===== config.mk =====
export PLATFORM = sky130hd
export DESIGN_NAME = addr_filter
export DESIGN_NICKNAME = d
export VERILOG_FILES = /design/src/rtl/addr_filter_pkg.sv /design/src/rtl/addr_shreg.sv /design/src/rtl/addr_match.sv /design/src/rtl/addr_filter.sv
export SDC_FILE = /design/constraint.sdc
export NUM_CORES = 1
export LEC_CHECK = 0
export BUFFER_PORTS_ARGS = -buffer_cell sky130_fd_sc_hd__buf_2
export CAP_MARGIN = 20
export CORE_UTILIZATION = 50
export DETAILED_ROUTE_END_ITERATION = 16
export PLACE_DENSITY = 0.77
export SLEW_MARGIN = 15
export SYNTH_ARGS = -nofsm -noshare
export SYNTH_HDL_FRONTEND = slang
export SYNTH_SLANG_ARGS = --single-unit
export TNS_END_PERCENT = 5

===== constraint.sdc =====
create_clock -name clk -period 2.8 [get_ports clk]
set_clock_uncertainty 0.15 [all_clocks]
set_input_delay 0.56 -clock clk [delete_from_list [all_inputs] [get_ports clk]]
set_output_delay 0.56 -clock clk [all_outputs]
set_load 0.02 [all_outputs]

===== src/rtl/addr_filter_pkg.sv =====
package addr_filter_pkg;
  typedef enum logic {
    PH_COLLECT = 1'b0,
    PH_HOLD    = 1'b1
  } phase_t;
endpackage


===== src/rtl/addr_shreg.sv =====
module addr_shreg #(
  parameter int LEN   = 24,
  parameter int CNT_W = 5
) (
  input  logic             clk,
  input  logic             rst_n,
  input  logic             clr,
  input  logic             en,
  input  logic             din,
  output logic [LEN-1:0]   sh_next,
  output logic [CNT_W-1:0] cnt_next
);
  logic [LEN-1:0]   sh_q;
  logic [CNT_W-1:0] cnt_q;

  assign sh_next  = {sh_q[LEN-2:0], din};
  assign cnt_next = cnt_q + CNT_W'(1);

  always_ff @(posedge clk or negedge rst_n) begin
    if (!rst_n) begin
      sh_q  <= '0;
      cnt_q <= '0;
    end else if (clr) begin
      sh_q  <= '0;
      cnt_q <= '0;
    end else if (en) begin
      sh_q  <= sh_next;
      cnt_q <= cnt_next;
    end
  end
endmodule


===== src/rtl/addr_match.sv =====
module addr_match #(
  parameter int PFX_W  = 4,
  parameter int FULL_W = 20,
  parameter int UNIT_W = 4
) (
  input  logic [FULL_W+UNIT_W-1:0] addr,
  input  logic                     long_form,
  input  logic [PFX_W-1:0]         own_short,
  input  logic                     own_short_ok,
  input  logic [FULL_W-1:0]        own_full,
  input  logic [(1<<UNIT_W)-1:0]   chan_mask,
  output logic                     m_hit,
  output logic                     m_bcast,
  output logic [UNIT_W-1:0]        m_unit
);
  localparam int SHORT_LEN = PFX_W + UNIT_W;
  localparam int LONG_LEN  = FULL_W + UNIT_W;
  localparam int NCH       = 1 << UNIT_W;

  logic [PFX_W-1:0] rx_pfx;
  logic [NCH-1:0]   ch_on;
  logic             listening;

  assign rx_pfx = addr[SHORT_LEN-1:UNIT_W];
  assign m_unit = addr[UNIT_W-1:0];

  for (genvar g = 0; g < NCH; g++) begin : g_chan
    assign ch_on[g] = chan_mask[g] && (m_unit == UNIT_W'(g));
  end
  assign listening = |ch_on;

  always_comb begin
    m_hit   = 1'b0;
    m_bcast = 1'b0;
    if (long_form) begin
      m_hit = (addr[LONG_LEN-1:UNIT_W] == own_full);
    end else if (rx_pfx == '0) begin
      m_bcast = 1'b1;
      m_hit   = listening;
    end else begin
      m_hit = own_short_ok && (rx_pfx == own_short);
    end
  end
endmodule


===== src/rtl/addr_filter.sv =====
module addr_filter
  import addr_filter_pkg::*;
#(
  parameter int PFX_W  = 4,
  parameter int FULL_W = 20,
  parameter int UNIT_W = 4
) (
  input  logic                   clk,
  input  logic                   rst_n,
  input  logic                   bit_valid,
  output logic                   bit_ready,
  input  logic                   bit_data,
  input  logic                   msg_end,
  input  logic [PFX_W-1:0]       short_pfx,
  input  logic                   short_pfx_vld,
  input  logic [FULL_W-1:0]      full_id,
  input  logic [(1<<UNIT_W)-1:0] chan_mask,
  output logic                   hit,
  output logic                   bcast,
  output logic [UNIT_W-1:0]      unit_id,
  output logic                   wake
);
  localparam int SHORT_LEN          = PFX_W + UNIT_W;
  localparam int LONG_LEN           = FULL_W + UNIT_W;
  localparam int CNT_W              = $clog2(LONG_LEN + 1);
  localparam logic [PFX_W-1:0] ESC  = {PFX_W{1'b1}};

  phase_t              phase;
  logic                fire;
  logic                decide;
  logic                escaped;
  logic                long_done;
  logic                short_done;
  logic                own_short_ok;
  logic [LONG_LEN-1:0] sh_next;
  logic [CNT_W-1:0]    cnt_next;
  logic                m_hit;
  logic                m_bcast;
  logic [UNIT_W-1:0]   m_unit;

  // The decoder never stalls its source.
  assign bit_ready = 1'b1;
  assign fire      = bit_valid && !msg_end && (phase == PH_COLLECT);

  addr_shreg #(.LEN(LONG_LEN), .CNT_W(CNT_W)) u_shreg (
    .clk      (clk),
    .rst_n    (rst_n),
    .clr      (msg_end),
    .en       (fire),
    .din      (bit_data),
    .sh_next  (sh_next),
    .cnt_next (cnt_next)
  );

  assign escaped      = (sh_next[SHORT_LEN-1:UNIT_W] == ESC);
  assign short_done   = (cnt_next == CNT_W'(SHORT_LEN)) && !escaped;
  assign long_done    = (cnt_next == CNT_W'(LONG_LEN));
  assign decide       = fire && (short_done || long_done);
  assign own_short_ok = short_pfx_vld && (short_pfx != '0) && (short_pfx != ESC);

  addr_match #(.PFX_W(PFX_W), .FULL_W(FULL_W), .UNIT_W(UNIT_W)) u_match (
    .addr         (sh_next),
    .long_form    (long_done),
    .own_short    (short_pfx),
    .own_short_ok (own_short_ok),
    .own_full     (full_id),
    .chan_mask    (chan_mask),
    .m_hit        (m_hit),
    .m_bcast      (m_bcast),
    .m_unit       (m_unit)
  );

  always_ff @(posedge clk or negedge rst_n) begin
    if (!rst_n) begin
      phase   <= PH_COLLECT;
      hit     <= 1'b0;
      bcast   <= 1'b0;
      unit_id <= '0;
      wake    <= 1'b0;
    end else begin
      wake <= 1'b0;
      if (msg_end) begin
        phase   <= PH_COLLECT;
        hit     <= 1'b0;
        bcast   <= 1'b0;
        unit_id <= '0;
      end else if (decide) begin
        phase   <= PH_HOLD;
        hit     <= m_hit;
        bcast   <= m_hit && m_bcast;
        unit_id <= m_hit ? m_unit : '0;
        wake    <= m_hit;
      end
    end
  end
endmodule


==> run_results.csv, run 1 <==
group,metric,value,unit
worst_setup_path,cp_slowest_cell,"or4_1",
layout,final_cell_mix,"54 x nand2_1, 52 x buf_2, 36 x dfrtp_1",
sta,grt_setup_unrepaired,"false",
floorplan,die_x,64.4,microns
worst_setup_path,crit_arrival,2.41,ns
placement,dpl_cell_area,2220,sq um
layout,fin_area,2300,sq um
logic_synthesis,yosys-top-cells-area,"dfrtp_1 46%, nand2_1 10%, a21oi_1 7.2%, xnor2_1 6.8%, xor2_1 5.9%",
clock_tree,clkLatencyLatePin,0.29,ns
logic_synthesis,ys.flop_type,"dfrtp_1",
detailed_routing,firstDrtPassIters,4,
global_routing,grt_pass1_wl,7170,microns
global_routing,gr-usage-all-layers,23.2,%
logic_synthesis,mappedNetlistArea,1940,sq um
clock_tree,clk_pin_slew_worst_paths,0.07,ns
placement,portBuffers,52,
logic_synthesis,async_flop_share,100,%
logic_synthesis,synth.avg_cell_area,9.35,sq um
clock_tree,clock-sinks,36,
worst_setup_path,crit_type,"reg -> reg",
sta,post-route-period-util,85.5,%
worst_setup_path,worstSetupStartpointType,"register",
logic_synthesis,ys_seq_area_share,46.3,%
worst_setup_path,crit_start,"u_shreg.sh_q[5]",
global_routing,grt-ovfl-total,0,
floorplan,io_pins,54,
logic_synthesis,synth_top_area_cell,"dfrtp_1",
placement,dp_hpwl,3060,microns
global_routing,grt_pass1_vias,1549,
run,drv_cap,0,
logic_synthesis,synthCells,208,
sta,final.min_clock_period,2.39,ns
pwr,power.total,987,uW
logic_synthesis,synth_edf_count,0,
logic_synthesis,synth_nets,255,
pwr,power_density,429,nW/um^2
detailed_routing,drc,0,
sta,finalHoldViolCount,0,
pwr,vdd_ir_drop_max,0.000297,V
floorplan,num_rows,22,
worst_setup_path,cp.depth,6,
floorplan,start_util,52.7,%
layout,syn_to_final_growth,18.3,%
worst_setup_path,critical_path_buf_inv_count,0,
global_routing,grt_max_degree,37,
detailed_routing,vias,1632,
sta,setup_violations,0,
layout,diodes,0,
clock_tree,post_cts_buffers,0,
clock_tree,h-tree-depth,2,
clock_tree,cts_root_buf,"clkbuf_8",
layout,drive_gt1_share,26.8,%
outcome,status,"complete, no violations",
clock_tree,cts.repair.resized,0,
clock_tree,cts_tree,"built",
detailed_routing,drt_iter0_drc,122,
detailed_routing,wirelength,4230,microns
global_routing,antenna_found_initial,0,
clock_tree,holdBufCountCts,0,
floorplan,die_area,4140,sq um
layout,nets,304,
worst_setup_path,cp_cell_sequence,"or4_1 > a41oi_1 > o31ai_1 > a311oi_2 > o22ai_2 > a22o_1",
clock_tree,cts_buffers,5,
placement,gp_congestion,0.738,
detailed_routing,wl_per_cell,13.9,microns
layout,final_common_cell,"nand2_1",
logic_synthesis,synth_cell_types,37,
sta,fmax,418,MHz
worst_setup_path,cp_slowest_stage_delay,0.59,ns
worst_setup_path,crit_family,"compound AO/OA/AOI/OAI gates",
floorplan,die-height,64.4,microns
worst_setup_path,rr_endpoint,"unit_id[3]",
sta,worst_slack,0.406,ns
worst_setup_path,r2r_start,"u_shreg.sh_q[5]",
detailed_routing,antenna_left,0,
worst_setup_path,cp_max_fo,6,
sta,slew_headroom,46.4,%
worst_setup_path,cp_data_required_time,2.82,ns
logic_synthesis,yosys_register_bits,36,
worst_hold_path,min_path_type,"in -> async",
pwr,p_leak,1.04,nW
placement,pre_cts_ws,0.302,ns
detailed_routing,viasPerCell,5.35,
logic_synthesis,netlist.area_leader.share,46.3,%
worst_setup_path,r2r_cells,6,
logic_synthesis,synth_warnings,0,
floorplan,core-area,3690,sq um
sta,tightest_slew,0.804,ns
clock_tree,cts_buffer_depth,2,
sta,drv_slew,0,
worst_setup_path,cp-end-kind,"register",
sta,setup_tns,0,ns
worst_setup_path,rrSetupSlack,0.41,ns
-- worst register-to-register path, cell delays in order, from the launching register on --
cell and delay [ns]:
dfrtp_1 0.45, or4_1 0.59, a41oi_1 0.21, o31ai_1 0.12, a311oi_2 0.33, o22ai_2 0.17
a22o_1 0.26
-- report_power, final --
group          switching [mW]  internal [mW]  total, mW
Sequential            0.00736          0.524      0.532
Clock                   0.173          0.169      0.341
Combinational          0.0617         0.0519      0.114
Total                   0.242          0.745      0.987
-- area by class of cell --
type | instances | area [sq um]
Clock inverter | 1 | 5.00
Tap cell | 48 | 60.1
Clock buffer | 6 | 72.6
Multi-Input combinational cell | 156 | 968
Inverter | 3 | 11.3
Sequential cell | 36 | 901
Timing Repair Buffer | 55 | 283
Fill cell | 350 | 1390
-- flip-flops by register name, indices dropped and copies added, names as in the netlist --
| name | cells |
|---|---|
| wake | 1 |
| unit_id | 4 |
| hit | 1 |
| u_shreg.sh_q | 23 |
| u_shreg.cnt_q | 5 |
| bcast | 1 |
| phase | 1 |
-- worst max-delay path by stage --
stage	end	slack [ns]
after floorplan	unit_id[0]	0.35
after global placement	unit_id[0]	0.37
after detailed placement	unit_id[3]	0.30
after CTS	unit_id[3]	0.42
after global routing	unit_id[3]	0.26
final	unit_id[3]	0.41
-- layer usage --
layer / share of wire, % / GRT usage, % / up-vias
met5: 0 / 0 / -
met4: 1.3 / 8.33 / 0
met3: 6.2 / 6.96 / 8
met2: 47 / 34.2 / 50
met1: 46 / 32.0 / 768
li1: - / - / 806
-- cell families (layout without fill, tap and decap cells) --
family	count (synthesis)	count (layout)	synth area share, %
adders and majority gates	1	1	0.643
xor gates and xnor gates	28	28	12.6
muxes	6	6	5.08
buffers and inverters	16	65	3.86
and+or+nand+nor	79	79	18.1
DFF	36	36	46.3
other	1	1	0.193
AOI/OAI and AO/OA	41	41	13.2
-- metrics by stage --
step / hold WS [ns] / std cells / utilization [%]
after floorplan: 0.114 / 208 / -
after global placement: 0.309 / 298 / 60.3
final: 0.212 / 305 / 62.4
after global routing: 0.278 / 305 / 62.4
after CTS: 0.231 / 305 / 62.4
after detailed placement: 0.319 / 298 / 60.3
-- cells in the mapped netlist, types with 3 or more instances --
cell type	number
nand2_1	54
dfrtp_1	36
a21oi_1	28
xnor2_1	15
xor2_1	13
clkbuf_1	8
nand4_1	6
nor2_1	5
a22o_1	4
mux4_2	3
nand3_1	3
nor3_1	3
No activity file was read; power rests on OpenSTA's default activity.
==> inputs of run 2 (changes only) <==
CTS_BUF_LIST = sky130_fd_sc_hd__clkbuf_8 sky130_fd_sc_hd__clkbuf_16   (was default)
==> run 2 against run 1 <==
Die area unchanged. Sequential power about the same. Register-to-register slack about the same. Worst hold slack about the same. Sequential share of layout area unchanged. Largest cell class unchanged. Largest power group unchanged.
==> run_results.csv, run 2 (synthesis results as in run 1) <==
group,metric,value,unit
outcome,status,"complete, no violations",
clock_tree,clock-sinks,36,
worst_setup_path,crit_arrival,2.41,ns
global_routing,grt-ovfl-total,0,
layout,fin_cells,305,
clock_tree,h-tree-depth,2,
layout,max_flop_register,"u_shreg.sh_q",
pwr,p_leak,1.05,nW
clock_tree,cts_buffers,5,
global_routing,grt_pass1_wl,7170,microns
global_routing,antenna_found_initial,0,
pwr,vdd_ir_drop_max,0.000297,V
layout,final_cell_mix,"54 x nand2_1, 52 x buf_2, 36 x dfrtp_1",
pwr,power.total,984,uW
sta,drv_slew,0,
layout,fin_area,2300,sq um
sta,setup_violations,0,
floorplan,die_area,4140,sq um
clock_tree,clkLatencyLatePin,0.29,ns
worst_setup_path,cp_max_fo,6,
sta,worst_slack,0.407,ns
detailed_routing,drc,0,
detailed_routing,wl_per_cell,13.9,microns
sta,post-route-period-util,85.5,%
sta,slew_headroom,46.4,%
detailed_routing,firstDrtPassIters,4,
layout,fillers,350,
sta,final.min_clock_period,2.39,ns
global_routing,grt_max_degree,37,
global_routing,gr-usage-all-layers,23.2,%
placement,portBuffers,52,
placement,gp_congestion,0.738,
detailed_routing,drt_iter0_drc,122,
pwr,power_density,428,nW/um^2
clock_tree,cts_tree,"built",
worst_setup_path,cp-end-kind,"register",
layout,seqCellArea,901,sq um
placement,dp_cells,298,
floorplan,start_util,52.7,%
layout,top_regs,"u_shreg.sh_q (23), u_shreg.cnt_q (5), unit_id (4)",
placement,dp_hpwl,3060,microns
sta,grt_setup_unrepaired,"false",
layout,diodes,0,
floorplan,core-area,3690,sq um
detailed_routing,antenna_left,0,
clock_tree,cts_buffer_depth,2,
layout,nets,304,
detailed_routing,viasPerCell,5.37,
detailed_routing,wirelength,4230,microns
clock_tree,clk_pin_slew_worst_paths,0.07,ns
placement,pre_cts_ws,0.302,ns
clock_tree,cts_root_buf,"clkbuf_8",
clock_tree,holdBufCountCts,0,
worst_setup_path,cp_data_required_time,2.82,ns
run,drv_cap,0,
layout,multi_input_area,968,sq um
floorplan,num_rows,22,
worst_setup_path,worstSetupStartpointType,"register",
placement,dpl_cell_area,2220,sq um
floorplan,die-height,64.4,microns
sta,fmax,418,MHz
layout,drive_gt1_share,26.8,%
sta,setup_tns,0,ns
layout,largest_register_ffs,23,
worst_setup_path,crit_type,"reg -> reg",
floorplan,die_x,64.4,microns
sta,finalHoldViolCount,0,
layout,syn_to_final_growth,18.3,%
worst_hold_path,min_path_type,"in -> async",
sta,tightest_slew,0.804,ns
sta,hold_slack,0.212,ns
layout,utilization,62.4,%
detailed_routing,vias,1637,
layout,final_common_cell,"nand2_1",
clock_tree,post_cts_buffers,0,
floorplan,io_pins,54,
clock_tree,cts.repair.resized,0,
global_routing,grt_pass1_vias,1549,
==> run 2: changes by cell type in the layout (fill, tap and decap cells not counted) <==
cell      previous run  this run
inv_1                2         3
clkbuf_1             1         0
==> run 2: worst paths after layout <==
| path | start | end | slack (ns) | depth (start not counted) |
|---|---|---|---|---|
| min reg2reg | hit | hit | 0.33 | 1 |
| min | rst_n | u_shreg.cnt_q[4] | 0.21 | 1 |
| max in group asynchronous | rst_n | u_shreg.sh_q[1] | 1.78 | 1 |
| min in group clk | hit | hit | 0.33 | 1 |
| max reg2reg | u_shreg.sh_q[5] | unit_id[3] | 0.41 | 6 |
| max | u_shreg.sh_q[5] | unit_id[3] | 0.41 | 6 |
==> run 2: final cells by class <==
type                    count  share of cell area (%)
clock buffers               5                    2.99
clock inverters             2                   0.381
inverters                   3                   0.489
multi-input cells         156                    42.1
flip-flops and latches     36                    39.2
well taps                  48                    2.61
repair buffers             55                    12.3
==> run 2: layer usage <==
metal,wire length [microns],track usage (%)
met4,56,8.33
met3,263,6.96
met2,1980,34.2
met1,1930,32.0
met5,0,0
==> run 2: power by group <==
part	internal, mW	switching, mW	leakage (nW)
Sequential	0.524	0.00739	0.501
Clock	0.165	0.173	0.0452
Combinational	0.0519	0.0619	0.500
==> run 2: critical path, stage by stage (launching register included) <==
cell	delay [ns]
dfrtp_1	0.45
or4_1	0.59
a41oi_1	0.21
o31ai_1	0.12
a311oi_2	0.34
o22ai_2	0.17
a22o_1	0.26
==> inputs of run 3 (changes only) <==
CORE_MARGIN = 2   (was default)
RECOVER_POWER = 100   (was default)
==> run 3 against run 2 <==
The run now ends with max-capacitance violations, max-slew violations left. Utilization down 0.81 points. Design area decreased by 1.3%. Combinational power fell by 4%. Die area up 6.3%. Non-clock buffer count stayed put. Worst hold slack improved by 0.14 ns.
==> run_results.csv, run 3 (synthesis results as in run 1) <==
group,metric,value,unit
clock_tree,post_cts_buffers,0,
worst_setup_path,crit_type,"reg -> reg",
sta,grt_setup_unrepaired,"false",
clock_tree,cts_buffers,5,
global_routing,met3_usage,5.96,%
global_routing,grt_pass1_wl,6860,microns
worst_setup_path,crit_family,"compound AO/OA/AOI/OAI gates",
sta,post-route-period-util,88.5,%
global_routing,grt-ovfl-total,0,
clock_tree,clk_pin_slew_worst_paths,0.07,ns
detailed_routing,drc,0,
sta,setup_violations,0,
clock_tree,h-tree-depth,2,
sta,slew_headroom,-26.9,%
detailed_routing,antenna_left,0,
worst_setup_path,cp_cell_sequence,"or4_1 > a41oi_1 > o31ai_1 > a311oi_1 > o22ai_2 > a22o_1",
worst_hold_path,min-delay-start,"hit",
layout,max_flop_register,"u_shreg.sh_q",
worst_setup_path,rr_endpoint,"unit_id[0]",
sta,drv_slew,37,
placement,portBuffers,52,
pwr,power_density,432,nW/um^2
clock_tree,cts.repair.resized,0,
layout,fillers,325,
layout,largest_register_ffs,23,
floorplan,start_util,52.7,%
layout,diodes,0,
layout,drive_gt1_share,21.8,%
sta,fmax,404,MHz
clock_tree,cts_buffer_depth,2,
sta,finalHoldViolCount,0,
sta,setup_tns,0,ns
detailed_routing,vias,1646,
layout,final_cell_mix,"54 x nand2_1, 44 x buf_2, 36 x dfrtp_1",
floorplan,die_area,4400,sq um
global_routing,busiest_layer,"met2",
floorplan,die_x,66.4,microns
global_routing,met1_usage,29.1,%
layout,top_regs,"u_shreg.sh_q (23), u_shreg.cnt_q (5), unit_id (4)",
clock_tree,clkLatencyLatePin,0.28,ns
clock_tree,clock-sinks,36,
worst_setup_path,crit_arrival,2.50,ns
placement,dpl_cell_area,2220,sq um
detailed_routing,wl_per_cell,13.7,microns
detailed_routing,drt_iter0_drc,94,
floorplan,io_pins,54,
worst_setup_path,r2r_cells,6,
global_routing,use_met2,31.3,%
worst_setup_path,worstSetupStartpointType,"register",
worst_setup_path,r2r_start,"u_shreg.sh_q[5]",
layout,final_common_cell,"nand2_1",
detailed_routing,viasPerCell,5.40,
layout,fin_area,2270,sq um
worst_setup_path,cp_max_fo,6,
sta,final.min_clock_period,2.48,ns
floorplan,num_rows,22,
layout,syn_to_final_growth,16.8,%
layout,nets,304,
worst_setup_path,cp_data_required_time,2.82,ns
placement,dp_hpwl,3040,microns
global_routing,grt_max_degree,37,
worst_setup_path,critical_path_buf_inv_count,0,
outcome,status,"finished with violations",
worst_setup_path,cp-end-kind,"register",
worst_hold_path,worst_hold_path.endpoint,"hit",
worst_hold_path,min_path_type,"reg -> reg",
sta,tightest_slew,1.90,ns
pwr,p_leak,1.00,nW
worst_hold_path,min_path_cells,1,
layout,fin_cells,305,
layout,seqCellArea,901,sq um
floorplan,core-area,3690,sq um
clock_tree,cts_tree,"built",
floorplan,die-height,66.4,microns
worst_setup_path,cp_slowest_cell,"or4_1",
clock_tree,holdBufCountCts,0,
worst_setup_path,rrSetupSlack,0.32,ns
detailed_routing,wirelength,4190,microns
layout,multi_input_area,956,sq um
clock_tree,cts_root_buf,"clkbuf_8",
global_routing,gr-usage-all-layers,20.7,%
placement,dp_cells,298,
run,drv_cap,1,
placement,gp_congestion,0.809,
global_routing,antenna_found_initial,0,
pwr,vdd_ir_drop_max,0.000266,V
detailed_routing,firstDrtPassIters,4,
outcome,failed_checks,"max-capacitance violations, max-slew violations",
global_routing,grt_pass1_vias,1518,
worst_setup_path,cp_slowest_stage_delay,0.59,ns
run 3: metal layers:
metal / part of all wire, % / wire length, microns
met1: 47 / 1960
met2: 46 / 1940
met3: 6.1 / 255
met4: 0.86 / 36
met5: 0 / 0
run 3: worst max-delay path by stage:
stage,depth (start not counted),slack (ns),from,endpoint
detailed placement,7,0.32,bit_data,unit_id[0]
global route,6,0.27,u_shreg.sh_q[5],unit_id[0]
global placement,7,0.36,bit_data,unit_id[2]
finish,6,0.32,u_shreg.sh_q[5],unit_id[0]
floorplan,7,0.35,bit_data,unit_id[0]
CTS,6,0.44,u_shreg.sh_q[5],unit_id[0]
run 3: report_power, final:
part / internal [mW] / total [mW] / switching (mW)
Sequential: 0.524 / 0.532 / 0.00783
Clock: 0.165 / 0.340 / 0.175
Combinational: 0.0493 / 0.109 / 0.0598
run 3: area by class of cell:
class	instances	share of cell area (%)
Tap cell	48	2.64
Inverter	3	0.496
Clock inverter	2	0.386
Clock buffer	5	3.03
Multi-Input combinational cell	156	42.1
Timing Repair Buffer	55	11.7
Sequential cell	36	39.7
run 3: metrics by stage:
stage	hold slack, ns	util, %	setup slack (ns)	total power, mW
2_1_floorplan	0.114	-	0.349	0.601
3_3_place_gp	0.310	60.3	0.362	0.656
3_5_place_dp	0.334	60.3	0.315	0.655
4_1_cts	0.235	62.4	0.445	0.998
5_1_grt	0.372	61.6	0.270	1.03
6_report	0.352	61.6	0.322	0.982
